--- config.mk ---
export PLATFORM = sky130hd
export DESIGN_NAME = uart_autoflow
export DESIGN_NICKNAME = d
export VERILOG_FILES = /design/src/rtl/afc_pkg.sv /design/src/rtl/afc_level_ctrl.sv /design/src/rtl/afc_char_match.sv /design/src/rtl/afc_tx_gate.sv /design/src/rtl/uart_autoflow.sv
export SDC_FILE = /design/constraint.sdc
export NUM_CORES = 1
export LEC_CHECK = 0
export CAP_MARGIN = 30
export CORE_AREA = 2 2 67 101
export DETAILED_ROUTE_END_ITERATION = 7
export DIE_AREA = 0 0 69 103
export PLACE_DENSITY = 0.77
export SLEW_MARGIN = 15
export SYNTH_ARGS = -nofsm -noshare
export SYNTH_HDL_FRONTEND = slang
export SYNTH_SLANG_ARGS = --single-unit
--- constraint.sdc ---
create_clock -name clk -period 2.9 [get_ports clk]
set_clock_uncertainty 0.1 [all_clocks]
set_input_delay 0.29 -clock clk [delete_from_list [all_inputs] [get_ports clk]]
set_output_delay 0.29 -clock clk [all_outputs]
set_load 0.01 [all_outputs]
--- src/rtl/afc_pkg.sv ---
package afc_pkg;

   typedef enum logic [1:0] {
      CTL_NONE = 2'd0,
      CTL_STOP = 2'd1,
      CTL_GO   = 2'd2
   } ctl_kind_e;

   function automatic logic ctl_pending(input ctl_kind_e k);
      return k != CTL_NONE;
   endfunction

endpackage

--- src/rtl/afc_level_ctrl.sv ---
module afc_level_ctrl
   import afc_pkg::*;
#(
   parameter int LVL_W  = 7,
   parameter int DATA_W = 8
) (
   input  logic              clk,
   input  logic              rst_n,
   input  logic [LVL_W-1:0]  rx_level,
   input  logic [LVL_W-1:0]  hi_thresh,
   input  logic [LVL_W-1:0]  lo_thresh,
   input  logic              rts_auto_en,
   input  logic              rs485_en,
   input  logic              rs485_dir,
   input  logic              sw_tx_en,
   input  logic              two_char_en,
   input  logic [DATA_W-1:0] xon_char1,
   input  logic [DATA_W-1:0] xon_char2,
   input  logic [DATA_W-1:0] xoff_char1,
   input  logic [DATA_W-1:0] xoff_char2,
   input  logic              ctrl_ack,
   output logic              rts_n,
   output logic              ctrl_req,
   output logic [DATA_W-1:0] ctrl_char
);

   logic      full_q;
   logic      set_ev;
   logic      clr_ev;
   ctl_kind_e kind_q;
   logic      second_q;

   // hysteresis: enter the full state at the high mark, leave it at the low mark
   assign set_ev = !full_q && (rx_level >= hi_thresh);
   assign clr_ev =  full_q && (rx_level <= lo_thresh);

   always_ff @(posedge clk or negedge rst_n) begin
      if (!rst_n)      full_q <= 1'b0;
      else if (set_ev) full_q <= 1'b1;
      else if (clr_ev) full_q <= 1'b0;
   end

   // the direction control of a half-duplex driver owns the pin when enabled
   assign rts_n = rs485_en ? !rs485_dir : (rts_auto_en && full_q);

   // control-character request; a new level event replaces any older request
   always_ff @(posedge clk or negedge rst_n) begin
      if (!rst_n) begin
         kind_q   <= CTL_NONE;
         second_q <= 1'b0;
      end else if (sw_tx_en && set_ev) begin
         kind_q   <= CTL_STOP;
         second_q <= 1'b0;
      end else if (sw_tx_en && clr_ev) begin
         kind_q   <= CTL_GO;
         second_q <= 1'b0;
      end else if (ctrl_ack && ctl_pending(kind_q)) begin
         if (two_char_en && !second_q) begin
            second_q <= 1'b1;
         end else begin
            kind_q   <= CTL_NONE;
            second_q <= 1'b0;
         end
      end
   end

   assign ctrl_req = ctl_pending(kind_q);

   always_comb begin
      if (kind_q == CTL_STOP) ctrl_char = second_q ? xoff_char2 : xoff_char1;
      else                    ctrl_char = second_q ? xon_char2  : xon_char1;
   end

   AST_FULL_ENTRY: assert property (@(posedge clk) disable iff (!rst_n)
      $rose(full_q) |-> $past(rx_level >= hi_thresh));
   AST_FULL_EXIT: assert property (@(posedge clk) disable iff (!rst_n)
      $fell(full_q) |-> $past(rx_level <= lo_thresh));

endmodule

--- src/rtl/afc_char_match.sv ---
module afc_char_match #(
   parameter int DATA_W = 8
) (
   input  logic              clk,
   input  logic              rst_n,
   input  logic              sw_rx_en,
   input  logic              two_char_en,
   input  logic [DATA_W-1:0] xon_char1,
   input  logic [DATA_W-1:0] xon_char2,
   input  logic [DATA_W-1:0] xoff_char1,
   input  logic [DATA_W-1:0] xoff_char2,
   input  logic              rx_valid,
   input  logic [DATA_W-1:0] rx_data,
   output logic              rx_push,
   output logic [DATA_W-1:0] rx_push_data,
   output logic              paused
);

   logic              hold_q,   hold_d;
   logic [DATA_W-1:0] hold_b_q, hold_b_d;
   logic              rep_q,    rep_d;
   logic [DATA_W-1:0] rep_b_q,  rep_b_d;
   logic              push_d;
   logic [DATA_W-1:0] push_b_d;
   logic              pause_d;
   logic              in_valid;
   logic [DATA_W-1:0] in_b;

   // a byte replayed after a broken pair is matched again like a fresh one
   assign in_valid = rx_valid || rep_q;
   assign in_b     = rep_q ? rep_b_q : rx_data;

   always_comb begin
      hold_d   = hold_q;
      hold_b_d = hold_b_q;
      rep_d    = 1'b0;
      rep_b_d  = rep_b_q;
      push_d   = 1'b0;
      push_b_d = rx_push_data;
      pause_d  = sw_rx_en && paused;
      if (in_valid) begin
         if (hold_q) begin
            hold_d = 1'b0;
            if (sw_rx_en && two_char_en && hold_b_q == xoff_char1 && in_b == xoff_char2) begin
               pause_d = 1'b1;
            end else if (sw_rx_en && two_char_en && hold_b_q == xon_char1 && in_b == xon_char2) begin
               pause_d = 1'b0;
            end else begin
               push_d   = 1'b1;
               push_b_d = hold_b_q;
               rep_d    = 1'b1;
               rep_b_d  = in_b;
            end
         end else if (sw_rx_en && two_char_en) begin
            if (in_b == xoff_char1 || in_b == xon_char1) begin
               hold_d   = 1'b1;
               hold_b_d = in_b;
            end else begin
               push_d   = 1'b1;
               push_b_d = in_b;
            end
         end else if (sw_rx_en && in_b == xoff_char1) begin
            pause_d = 1'b1;
         end else if (sw_rx_en && in_b == xon_char1) begin
            pause_d = 1'b0;
         end else begin
            push_d   = 1'b1;
            push_b_d = in_b;
         end
      end
   end

   always_ff @(posedge clk or negedge rst_n) begin
      if (!rst_n) begin
         hold_q       <= 1'b0;
         hold_b_q     <= '0;
         rep_q        <= 1'b0;
         rep_b_q      <= '0;
         rx_push      <= 1'b0;
         rx_push_data <= '0;
         paused       <= 1'b0;
      end else begin
         hold_q       <= hold_d;
         hold_b_q     <= hold_b_d;
         rep_q        <= rep_d;
         rep_b_q      <= rep_b_d;
         rx_push      <= push_d;
         rx_push_data <= push_b_d;
         paused       <= pause_d;
      end
   end

   AST_PUSH_SOURCE: assert property (@(posedge clk) disable iff (!rst_n)
      rx_push |-> ($past(rx_valid) || $past(rep_q)));
   AST_REPLAY_GAP: assert property (@(posedge clk) disable iff (!rst_n)
      rep_q |-> !rx_valid);
   AST_PAUSE_SOURCE: assert property (@(posedge clk) disable iff (!rst_n)
      $rose(paused) |-> ($past(in_valid) && $past(sw_rx_en)));

endmodule

--- src/rtl/afc_tx_gate.sv ---
module afc_tx_gate #(
   parameter int CTS_SYNC = 2
) (
   input  logic clk,
   input  logic rst_n,
   input  logic cts_auto_en,
   input  logic cts_n,
   input  logic sw_rx_en,
   input  logic paused,
   input  logic ctrl_req,
   output logic tx_data_ok
);

   logic cts_stop;

   generate
      if (CTS_SYNC == 0) begin : g_direct
         assign cts_stop = cts_n;
      end else if (CTS_SYNC == 1) begin : g_one
         logic s_q;
         always_ff @(posedge clk or negedge rst_n) begin
            if (!rst_n) s_q <= 1'b0;
            else        s_q <= cts_n;
         end
         assign cts_stop = s_q;
      end else begin : g_chain
         logic [CTS_SYNC-1:0] s_q;
         always_ff @(posedge clk or negedge rst_n) begin
            if (!rst_n) s_q <= '0;
            else        s_q <= {s_q[CTS_SYNC-2:0], cts_n};
         end
         assign cts_stop = s_q[CTS_SYNC-1];
      end
   endgenerate

   // only new starts are gated; a character in the shifter always completes
   assign tx_data_ok = !ctrl_req
                    && !(cts_auto_en && cts_stop)
                    && !(sw_rx_en && paused);

endmodule

--- src/rtl/uart_autoflow.sv ---
module uart_autoflow #(
   parameter int DATA_W   = 8,
   parameter int LVL_W    = 7,
   parameter int CTS_SYNC = 2
) (
   input  logic              clk,
   input  logic              rst_n,
   input  logic              rts_auto_en,
   input  logic              cts_auto_en,
   input  logic              sw_rx_en,
   input  logic              sw_tx_en,
   input  logic              two_char_en,
   input  logic              rs485_en,
   input  logic              rs485_dir,
   input  logic [LVL_W-1:0]  rx_level,
   input  logic [LVL_W-1:0]  hi_thresh,
   input  logic [LVL_W-1:0]  lo_thresh,
   input  logic [DATA_W-1:0] xon_char1,
   input  logic [DATA_W-1:0] xon_char2,
   input  logic [DATA_W-1:0] xoff_char1,
   input  logic [DATA_W-1:0] xoff_char2,
   input  logic              rx_valid,
   input  logic [DATA_W-1:0] rx_data,
   output logic              rx_push,
   output logic [DATA_W-1:0] rx_push_data,
   input  logic              cts_n,
   output logic              rts_n,
   input  logic              tx_ctrl_ack,
   output logic              tx_ctrl_req,
   output logic [DATA_W-1:0] tx_ctrl_char,
   output logic              tx_data_ok
);

   generate
      if (DATA_W < 5 || DATA_W > 9) begin : g_bad_data
         $error("uart_autoflow: DATA_W must lie in 5..9");
      end
      if (LVL_W < 2 || LVL_W > 16) begin : g_bad_lvl
         $error("uart_autoflow: LVL_W must lie in 2..16");
      end
      if (CTS_SYNC < 0 || CTS_SYNC > 4) begin : g_bad_sync
         $error("uart_autoflow: CTS_SYNC must lie in 0..4");
      end
   endgenerate

   logic paused;

   afc_level_ctrl #(.LVL_W(LVL_W), .DATA_W(DATA_W)) u_level (
      .clk         (clk),
      .rst_n       (rst_n),
      .rx_level    (rx_level),
      .hi_thresh   (hi_thresh),
      .lo_thresh   (lo_thresh),
      .rts_auto_en (rts_auto_en),
      .rs485_en    (rs485_en),
      .rs485_dir   (rs485_dir),
      .sw_tx_en    (sw_tx_en),
      .two_char_en (two_char_en),
      .xon_char1   (xon_char1),
      .xon_char2   (xon_char2),
      .xoff_char1  (xoff_char1),
      .xoff_char2  (xoff_char2),
      .ctrl_ack    (tx_ctrl_ack),
      .rts_n       (rts_n),
      .ctrl_req    (tx_ctrl_req),
      .ctrl_char   (tx_ctrl_char)
   );

   afc_char_match #(.DATA_W(DATA_W)) u_match (
      .clk          (clk),
      .rst_n        (rst_n),
      .sw_rx_en     (sw_rx_en),
      .two_char_en  (two_char_en),
      .xon_char1    (xon_char1),
      .xon_char2    (xon_char2),
      .xoff_char1   (xoff_char1),
      .xoff_char2   (xoff_char2),
      .rx_valid     (rx_valid),
      .rx_data      (rx_data),
      .rx_push      (rx_push),
      .rx_push_data (rx_push_data),
      .paused       (paused)
   );

   afc_tx_gate #(.CTS_SYNC(CTS_SYNC)) u_gate (
      .clk         (clk),
      .rst_n       (rst_n),
      .cts_auto_en (cts_auto_en),
      .cts_n       (cts_n),
      .sw_rx_en    (sw_rx_en),
      .paused      (paused),
      .ctrl_req    (tx_ctrl_req),
      .tx_data_ok  (tx_data_ok)
   );

   AST_CTRL_FIRST: assert property (@(posedge clk) disable iff (!rst_n)
      tx_ctrl_req |-> !tx_data_ok);
   AST_REQ_HELD: assert property (@(posedge clk) disable iff (!rst_n)
      (tx_ctrl_req && !tx_ctrl_ack) |=> tx_ctrl_req);

endmodule

==> results of run 1 <==
critical path: cells and delay by family, from the launching register on:
family                    cells  cell delay (ps)
and+or+nand+nor               3              950
AOI/OAI and AO/OA             2              400
DFF                           1              380
muxes                         1              360
buffers and inverters         1              200
xor gates and xnor gates      1              150
per-stage QoR:
step                hold WS, ps  power, uW
floorplan                  -106       1010
detailed placement          246       1400
global placement            234       1380
CTS                         262       1720
finish                      258       1710
global route                264       1820
where the power goes:
part / switching [uW] / internal, uW
Sequential: 98.4 / 539
Clock: 164 / 161
Combinational: 290 / 462
logic make-up after synthesis:
logic type	count (synthesis)	share of synthesized area
AOI/OAI and AO/OA	53	0.138
xor gates and xnor gates	48	0.155
adders and majority gates	14	0.0645
buffers and inverters	25	0.0484
DFF	34	0.314
muxes	25	0.150
and+or+nand+nor	69	0.130
registers in the layout (all words and copies together) (netlist names):
signal                cells
u_match.rep_b_q           8
u_match.rx_push           1
u_match.paused            1
u_gate.g_chain.s_q        2
u_level.second_q          1
u_level.full_q            1
u_match.hold_b_q          8
u_match.rep_q             1
u_level.kind_q            2
u_match.rx_push_data      8
u_match.hold_q            1
path summary, 6_finish.rpt:
path | from | end | slack (ps) | cells after the start
worst min register to register | u_gate.g_chain.s_q[0] | u_gate.g_chain.s_q[1] | 260 | 0
min in group asynchronous | rst_n | u_match.rep_b_q[6] | 310 | 2
worst max register to register | u_match.rep_q | u_match.rx_push_data[3] | 200 | 8
max in group asynchronous | rst_n | u_match.rep_b_q[4] | 2080 | 2
worst max-delay path | u_match.rep_q | u_match.rx_push_data[3] | 200 | 8
worst min-delay path | u_gate.g_chain.s_q[0] | u_gate.g_chain.s_q[1] | 260 | 0
metal layers:
| layer | track usage | vias to the layer above |
|---|---|---|
| met5 | 0 | - |
| met4 | 0.106 | 0 |
| met3 | 0.0313 | 16 |
| met2 | 0.429 | 111 |
| met1 | 0.255 | 1136 |
| li1 | - | 1173 |
layout make-up:
type / instances / area [um^2] / share of cell area
clock buffers: 5 / 68.8 / 0.0175
flip-flops and latches: 34 / 851 / 0.217
multi-input cells: 209 / 1760 / 0.449
inverters: 16 / 60.1 / 0.0153
clock inverters: 2 / 10.0 / 0.00255
repair buffers: 111 / 1080 / 0.274
well taps: 76 / 95.1 / 0.0242
synth_stat cells:
cell type	count	area share
and3b_1	1	0.0032
buf_2	3	0.0055
nor3_1	3	0.0055
nor2b_1	2	0.0046
a221o_1	8	0.030
a31oi_1	1	0.0023
a211oi_1	1	0.0028
dfrtp_1	34	0.31
clkbuf_1	1	0.0014
nand2b_1	3	0.0069
and2_1	3	0.0069
a21boi_0	2	0.0055
nor2_2	1	0.0023
a21oi_1	20	0.037
nor2_1	21	0.029
mux2i_1	1	0.0037
nor4_2	1	0.0046
mux2i_2	6	0.030
inv_1	16	0.022
nand3_1	7	0.013
or2_2	2	0.0046
o211ai_1	2	0.0055
a31o_2	1	0.0032
nor4_1	7	0.016
buf_8	1	0.0055
and2_0	5	0.012
buf_1	1	0.0014
nor3b_1	1	0.0028
mux2_2	8	0.033
nand2_1	9	0.012
a21o_1	3	0.0083
o31a_1	2	0.0065
nand4_1	3	0.0069
ha_1	14	0.065
mux4_2	8	0.066
o21ai_0	8	0.015
a2111oi_4	1	0.010
xnor2_1	48	0.15
buf_6	3	0.012
mux2i_4	2	0.017
a221oi_1	1	0.0032
a21oi_2	1	0.0032
a211o_1	1	0.0032
o21a_1	1	0.0028
==> summary.txt, run 1 <==
Finish
  – Most frequent cells in the layout: clkdlybuf4s50_1, xnor2_1, dfrtp_1, nor2_1, a21oi_1
  – Layout cells sized above 1: 0.154
  – Design area: 3930 um^2
  – Area grow syn2layout: 44.6%
  – Fin nets: 464
  – FILL cells: 535
  – Util after Layout: 0.622
  – Most common cell after layout, fill and taps aside: clkdlybuf4s50_1
  – Antenna cells: 0
  – Non-filler cells, final: 453

STA
  – Unrepaired setup endpoints after global routing: false
  – Final WS setup: 204 ps
  – Minimum clock period: 2700 ps
  – Fmax: 371 MHz
  – Fin Setup TNS: 0 ps
  – # setup viols final: 0
  – Fin. max-slew vios: 0
  – Final Hold Vio Count: 0
  – Actual slew at the worst max-slew pin: 596 ps
  – Slew margin rel.: 0.603
  – Post-route clock period utilization: 0.930

Clocking
  – Cts repair resizes: 0
  – Root Driver: clkbuf_8
  – Post-CTS Repair Setup Buffers: 0
  – CTS tree: yes
  – Clk_lat worst skew: 280 ps
  – Clk pin slew, worst setup/hold paths: 70 ps
  – Total CTS buffers: 5
  – Clock buffer depth: 2
  – Clock sinks: 34
  – Hold Buf Count CTS: 0
  – H-Tree Depth: 2

Synthesis
  – Mapped Area: 2710 um^2
  – FF+latch count, synth: 34
  – Synth cell types: 44
  – Post-Syn Instances: 268
  – Post-Syn Nets: 355
  – Sequential area share after synthesis: 0.314
  – Synth warnings: 0
  – Avg Synthesized Cell Area: 10.1 um^2

Global route
  – Largest net degree at the start of global routing: 35
  – Initial antenna violation count: 0
  – First-pass GRT wire length: 12700 um
  – Vias in the first global route: 2595
  – Congestion Overflow GR: 0
  – Total GRT Usage: 0.228

Detailed routing
  – Met3 WL: 403 um
  – Detailed Routing Iterations Pass 1: 4
  – Detailed-route wire length: 7870 um
  – Met1 wire length: 3030 um
  – Post-DR wirelength/cell: 17.4 um
  – DR iter-0 viols: 130
  – Routed Antenna Nets: 0
  – WL met2: 4230 um
  – Top routing layer in use: met4
  – Total vias in the final route: 2436
  – Detailed-route DRC error count: 0
  – DR vias/cell: 5.38

Worst setup path
  – CP Data Required Time: 2960 ps
  – Slowest cell on the critical path: dfrtp_1
  – Slowest stage delay, CP: 380 ps
  – Chain of cells forming the critical path: buf_12 -> mux2i_4 -> xnor2_1 -> nor4_2 -> a31oi_1 -> and3b_1 -> and2_1 -> a221o_1
  – Element type at the critical path end: flop
  – Crit path kind: reg -> reg
  – Worst path arrival time: 2760 ps
  – Max Fanout on Critical Path: 17
  – Crit start category: flop

Placed design
  – # port buffers: 92
  – Post-DP Area: 3810 um^2
  – DP Worst Slack: 8.85 ps
  – Final HPWL DP: 6510 um
  – GP Congestion: 0.915
  – DP Cell Count: 446

Flow run
  – Max-cap violations: 0

Die
  – Die H: 103 um
  – Site Rows: 36
  – Die W: 69 um
  – I/O Pins: 93
  – Die area: 7110 um^2
  – Initial core utilization: 0.430
  – Core Area: 6310 um^2

Status
  – Status: finished clean

Power and ir drop
  – VDD IR-drop max: 189 uV
  – Pwr/cell area: 437 nW/um^2
  – LEAKAGE: 0.00156 uW

Hold path
  – Worst hold-check path type: reg -> reg
Note: power is estimated with default switching activity, not from simulation.
==> run 2: changes to the inputs <==
--- a/config.mk
+++ b/config.mk
@@ -9,7 +9,7 @@
 export CORE_AREA = 2 2 67 101
 export DETAILED_ROUTE_END_ITERATION = 7
 export DIE_AREA = 0 0 69 103
-export PLACE_DENSITY = 0.77
+export PLACE_DENSITY = 0.79
 export SLEW_MARGIN = 15
 export SYNTH_ARGS = -nofsm -noshare
 export SYNTH_HDL_FRONTEND = slang
==> constraint.sdc (replaced) <==
create_clock -name clk -period 2.9 [get_ports clk]
set_clock_uncertainty 0.1 [all_clocks]
set_input_delay 0.29 -clock clk [delete_from_list [all_inputs] [get_ports clk]]
set_output_delay 0.29 -clock clk [all_outputs]
set_load 0.005 [all_outputs]
==> run 2 against run 1 <==
Register-to-register slack got worse by 60 ps. Clock power increased by 15%. Wire length increased by 2.2%. Global-route usage increased by 0.13 points. Sequential power about the same. Core utilization is 0.099 points higher. Critical path depth is 3 higher. Highest routed layer unchanged. Via count is 1.3% higher. Total power is 1.1% higher. Cell count rose by 0.44%. Largest cell class unchanged.
==> summary.txt, run 2 (same netlist as run 1, synthesis figures left out) <==
Status
  – Status: finished clean

Worst setup path
  – Crit path depth: 11 (+3)
  – CP delay by family, top: buffers and inverters
  – R2R cell count: 11 (+3)
  – R2r setup slk: 150 ps (-60 ps)
  – Slowest cell on the critical path: dfrtp_1
  – Chain of cells forming the critical path: buf_4 -> mux2i_2 -> buf_4 -> xnor2_1 -> nor4_1 -> nand2_1 -> buf_4 -> a2111oi_4 -> buf_4 -> nor2_1 -> a21oi_1
  – CP Data Required Time: 3010 ps (+50 ps)
  – R2r startpoint: u_match.rep_q
  – WP buf/inv: 4 (+3)
  – Crit path kind: reg -> reg
  – Slowest stage delay, CP: 440 ps (+60 ps)
  – Critical Path Start: u_match.rep_q
  – Max Fanout on Critical Path: 9 (-8)
  – Worst path arrival time: 2860 ps (+100 ps)
  – Most used cell, CP: buf_4
  – R2R Path End: u_match.hold_b_q[0]
  – Crit path to: u_match.hold_b_q[0]
  – Element type at the critical path end: flop
  – Crit start category: flop

STA
  – Final Hold Vio Count: 0 (unchanged)
  – Slew margin rel.: 0.602 (-0.00131)
  – # setup viols final: 0 (unchanged)
  – Post-route clock period utilization: 0.949 (+0.0193)
  – Fmax: 363 MHz (-2.0%)
  – Fin. max-slew vios: 0 (unchanged)
  – Fin Setup TNS: 0 ps (unchanged)
  – Final hold slack: 254 ps (-4.82 ps)
  – Actual slew at the worst max-slew pin: 598 ps (+1.97 ps)
  – Minimum clock period: 2750 ps (+56.0 ps)
  – Unrepaired setup endpoints after global routing: true

Die
  – Core Area: 6310 um^2 (unchanged)
  – Die W: 69 um (unchanged)
  – I/O Pins: 93 (unchanged)
  – Die area: 7110 um^2 (unchanged)
  – Die H: 103 um (unchanged)
  – Initial core utilization: 0.430 (unchanged)
  – Site Rows: 36 (unchanged)

Power and ir drop
  – Pwr/cell area: 441 nW/um^2 (+0.96%)
  – VDD IR-drop max: 179 uV (-5.4%)
  – LEAKAGE: 0.00157 uW (+0.27%)
  – Design Power: 1730 uW (+1.1%)

Detailed routing
  – DR iter-0 viols: 117 (-10%)
  – Post-DR wirelength/cell: 17.7 um (+1.7%)
  – DR vias/cell: 5.42 (+0.83%)
  – Detailed Routing Iterations Pass 1: 4 (unchanged)
  – Detailed-route wire length: 8040 um (+2.2%)
  – Total vias in the final route: 2467 (+1.3%)
  – Routed Antenna Nets: 0 (unchanged)
  – Detailed-route DRC error count: 0 (unchanged)

Placed design
  – GP Congestion: 0.895 (-2.1%)
  – DP Cell Count: 445 (-0.22%)
  – Final HPWL DP: 6650 um (+2.1%)
  – # port buffers: 92 (unchanged)

Finish
  – Antenna cells: 0 (unchanged)
  – Layout cells sized above 1: 0.158 (+0.00447)
  – Area grow syn2layout: 44.9%
  – Leading registers by flop count: u_match.hold_b_q x8, u_match.rep_b_q x8, u_match.rx_push_data x8
  – Most common cell after layout, fill and taps aside: clkdlybuf4s50_1
  – Most frequent cells in the layout: clkdlybuf4s50_1, xnor2_1, dfrtp_1, nor2_1
  – Fin nets: 465 (+0.22%)
  – Non-filler cells, final: 455 (+0.44%)
  – FILL cells: 546 (+2.1%)

Hold path
  – Hold Path Stages: 0 (unchanged)
  – Worst hold-check path type: reg -> reg

Clocking
  – Root Driver: clkbuf_8
  – Clk_lat worst skew: 290 ps (about the same)
  – Clock sinks: 34 (unchanged)
  – Clk pin slew, worst setup/hold paths: 80 ps (about the same)
  – Hold Buf Count CTS: 0 (unchanged)
  – Total CTS buffers: 5 (unchanged)
  – Clock buffer depth: 2 (unchanged)
  – CTS tree: yes
  – H-Tree Depth: 2 (unchanged)

Global route
  – Congestion Overflow GR: 0 (unchanged)
  – Initial antenna violation count: 0 (unchanged)
  – First-pass GRT wire length: 12600 um (-0.87%)
  – Largest net degree at the start of global routing: 35 (unchanged)
  – Total GRT Usage: 0.229 (+0.00134)
  – Vias in the first global route: 2522 (-2.8%)

Flow run
  – Max-cap violations: 0 (unchanged)
run 2: what timing repair did:
action                     CTS  global route
setup buffers                0             2
resized for setup            0             4
setup endpoints to repair    0            20
run 2: how the worst min path moves through the flow:
stage	start	endpoint	slack (ps)
5_1_grt	u_gate.g_chain.s_q[0]	u_gate.g_chain.s_q[1]	280
2_1_floorplan	rst_n	u_gate.g_chain.s_q[0]	-110
3_5_place_dp	u_gate.g_chain.s_q[0]	u_gate.g_chain.s_q[1]	240
6_report	u_gate.g_chain.s_q[0]	u_gate.g_chain.s_q[1]	250
3_3_place_gp	u_gate.g_chain.s_q[0]	u_gate.g_chain.s_q[1]	230
4_1_cts	u_gate.g_chain.s_q[0]	u_gate.g_chain.s_q[1]	260
run 2: power by group:
group          switching [uW]  internal, uW
Sequential                101           539
Combinational             262           459
Clock                     182           191
Total                     545          1190
run 2: area by class of cell:
type / instances / area, um^2 / area share
sequential: 34 / 851 / 0.216
clock inverter: 2 / 12.5 / 0.00318
multi-input combinational: 209 / 1760 / 0.447
inverter: 16 / 60.1 / 0.0153
tap: 76 / 95.1 / 0.0242
clock buffer: 6 / 82.6 / 0.0210
timing repair buffer: 112 / 1070 / 0.272
run 2: metal layers:
| metal | vias up | GRT usage | wire length, um |
|---|---|---|---|
| met3 | 23 | 0.0332 | 361 |
| met4 | 0 | 0.115 | 297 |
| met5 | - | 0 | 0 |
| met1 | 1164 | 0.248 | 3140 |
| li1 | 1176 | - | - |
| met2 | 104 | 0.436 | 4240 |
run 2: metrics by stage:
stage	setup slack (ps)	area [um^2]	util
finish	148	3930	0.623
global route	-24.9	3930	0.623
CTS	74.4	3890	0.617
detailed placement	56.3	3790	0.602
global placement	56.7	3790	0.602
floorplan	431	2710	-
run 2: worst reg2reg max path: stages (launching register included):
cell       delay [ps]
dfrtp_1           440
buf_4             210
mux2i_2           290
buf_4             200
xnor2_1            80
nor4_1            290
nand2_1           130
buf_4             160
a2111oi_4         350
buf_4             220
nor2_1             50
a21oi_1           160
==> run 3: changes to the inputs <==
--- a/config.mk
+++ b/config.mk
@@ -6,9 +6,9 @@
 export NUM_CORES = 1
 export LEC_CHECK = 0
 export CAP_MARGIN = 30
-export CORE_AREA = 2 2 67 101
+export CORE_AREA = 2 2 104 66
 export DETAILED_ROUTE_END_ITERATION = 7
-export DIE_AREA = 0 0 69 103
+export DIE_AREA = 0 0 106 68
 export PLACE_DENSITY = 0.79
 export SLEW_MARGIN = 15
 export SYNTH_ARGS = -nofsm -noshare
==> run 3 against run 2 <==
Clock-buffer cell count decreased by 1. Die area increased by 1.4%. Fmax decreased by 0.53%. Clock power increased by 17%. Critical endpoint unchanged. Highest routed layer unchanged.
==> summary.txt, run 3 (same netlist as run 1, synthesis figures left out) <==
Worst setup path
  – Element type at the critical path end: flop
  – CP Data Required Time: 3010 ps (about the same)
  – Max Fanout on Critical Path: 17 (+8)
  – Crit start category: flop
  – Worst path arrival time: 2880 ps (+20 ps)
  – Crit path kind: reg -> reg

Detailed routing
  – Post-DR wirelength/cell: 16.6 um (-5.8%)
  – Total vias in the final route: 2448 (-0.77%)
  – Routed Antenna Nets: 0 (unchanged)
  – Detailed-route DRC error count: 0 (unchanged)
  – DR iter-0 viols: 259 (+120%)
  – Detailed Routing Iterations Pass 1: 4 (unchanged)
  – Detailed-route wire length: 7770 um (-3.3%)
  – DR vias/cell: 5.24 (-3.3%)

Global route
  – Total GRT Usage: 0.222 (-0.00700)
  – First-pass GRT wire length: 12200 um (-3.4%)
  – Vias in the first global route: 2409 (-4.5%)
  – Congestion Overflow GR: 0 (unchanged)
  – Initial antenna violation count: 0 (unchanged)
  – Largest net degree at the start of global routing: 35 (unchanged)

STA
  – Slew margin rel.: 0.603 (+0.00133)
  – Post-route clock period utilization: 0.954 (+0.00505)
  – Minimum clock period: 2770 ps (+14.6 ps)
  – # setup viols final: 0 (unchanged)
  – Final WS setup: 133 ps (-14.6 ps)
  – Unrepaired setup endpoints after global routing: false
  – Final hold slack: 255 ps (+1.23 ps)
  – Actual slew at the worst max-slew pin: 596 ps (-1.99 ps)
  – Fin Setup TNS: 0 ps (unchanged)
  – Fmax: 361 MHz (-0.53%)
  – Fin. max-slew vios: 0 (unchanged)
  – Final Hold Vio Count: 0 (unchanged)

Power and ir drop
  – VDD IR-drop max: 214 uV (+20%)
  – Design Power: 1790 uW (+3.4%)
  – LEAKAGE: 0.00159 uW (+1.2%)
  – Pwr/cell area: 454 nW/um^2 (+2.9%)

Die
  – I/O Pins: 93 (unchanged)
  – Die H: 68 um (-34%)
  – Die W: 106 um (+54%)
  – Initial core utilization: 0.427 (-0.00364)
  – Site Rows: 23 (-36%)
  – Core Area: 6360 um^2 (+0.85%)
  – Die area: 7210 um^2 (+1.4%)

Clocking
  – Clock buffer depth: 2 (unchanged)
  – Clk_lat worst skew: 290 ps (about the same)
  – Root Driver: clkbuf_8
  – Hold Buf Count CTS: 0 (unchanged)
  – Post-CTS Repair Setup Buffers: 0 (unchanged)
  – Total CTS buffers: 5 (unchanged)
  – CTS tree: yes
  – H-Tree Depth: 2 (unchanged)
  – Cts repair resizes: 0 (unchanged)
  – Clk pin slew, worst setup/hold paths: 70 ps (about the same)
  – Clock sinks: 34 (unchanged)

Finish
  – Most common cell after layout, fill and taps aside: clkdlybuf4s50_1
  – Layout cells sized above 1: 0.158 (-0.000417)
  – FILL cells: 507 (-7.1%)
  – Fin nets: 466 (+0.22%)
  – Most frequent cells in the layout: clkdlybuf4s50_1, xnor2_1, dfrtp_1, nor2_1
  – Antenna cells: 0 (unchanged)
  – Leading registers by flop count: u_match.hold_b_q x8, u_match.rep_b_q x8, u_match.rx_push_data x8
  – Area grow syn2layout: 45.6%

Placed design
  – Final HPWL DP: 6270 um (-5.6%)
  – # port buffers: 92 (unchanged)
  – GP Congestion: 0.949 (+6.0%)
  – DP Worst Slack: 99.0 ps (+42.7 ps)

Status
  – Status: finished clean

Flow run
  – Max-cap violations: 0 (unchanged)

Hold path
  – Worst hold-check path type: reg -> reg
## run 3: changes by cell type in the layout (fill, tap and decap cells not counted), sizes merged
cell / before / now
buf: 20 / 21
bufinv: 0 / 1
clkbuf: 6 / 5
clkinv: 1 / 2
clkinvlp: 1 / 0
## run 3: routing by layer
layer	part of all wire	vias up	track usage
met1	0.47	1156	0.335
met4	0.0044	0	0.0378
met5	0	-	0
met2	0.43	103	0.336
met3	0.087	7	0.0429
li1	-	1182	-
## run 3: critical path, stage by stage, from the launching register on
cell and delay, ps:
dfrtp_1 380, buf_12 200, mux2i_4 320, buf_4 190, xnor2_1 80, nor4_1 350
nand2_1 130, buf_4 160, a2111oi_4 350, buf_4 250, nor2_1 60, a21oi_1 120
## run 3: area by class of cell
class	count	area, um^2	area share
clock buffers	5	68.8	0.0174
flip-flops and latches	34	851	0.215
repair buffers	113	1090	0.276
well taps	87	109	0.0275
clock inverters	3	40.0	0.0101
multi-input cells	209	1730	0.438
inverters	16	60.1	0.0152
## run 3: worst paths after layout
kind | from | cells past startpoint | end | slack, ps
min reg2reg | u_gate.g_chain.s_q[0] | 0 | u_gate.g_chain.s_q[1] | 250
min | u_gate.g_chain.s_q[0] | 0 | u_gate.g_chain.s_q[1] | 250
max | u_match.rep_q | 11 | u_match.hold_b_q[0] | 130
max reg2reg | u_match.rep_q | 11 | u_match.hold_b_q[0] | 130
max in group asynchronous | rst_n | 2 | u_match.hold_b_q[0] | 2060
min in group asynchronous | rst_n | 2 | u_match.rx_push | 300
## run 3: where the power goes
part,leakage [uW],switching (uW),internal (uW)
sequential,0.000431,97.6,539
combinational,0.00110,260,461
clock,0.0000579,182,253
total,0.00159,540,1250
## run 3: through the flow
step           area [um^2]  instances   util
2_1_floorplan         2710        268      -
3_3_place_gp          3840        459  0.604
3_5_place_dp          3840        459  0.604
4_1_cts               3950        467  0.621
5_1_grt               3950        467  0.621
6_report              3950        467  0.621
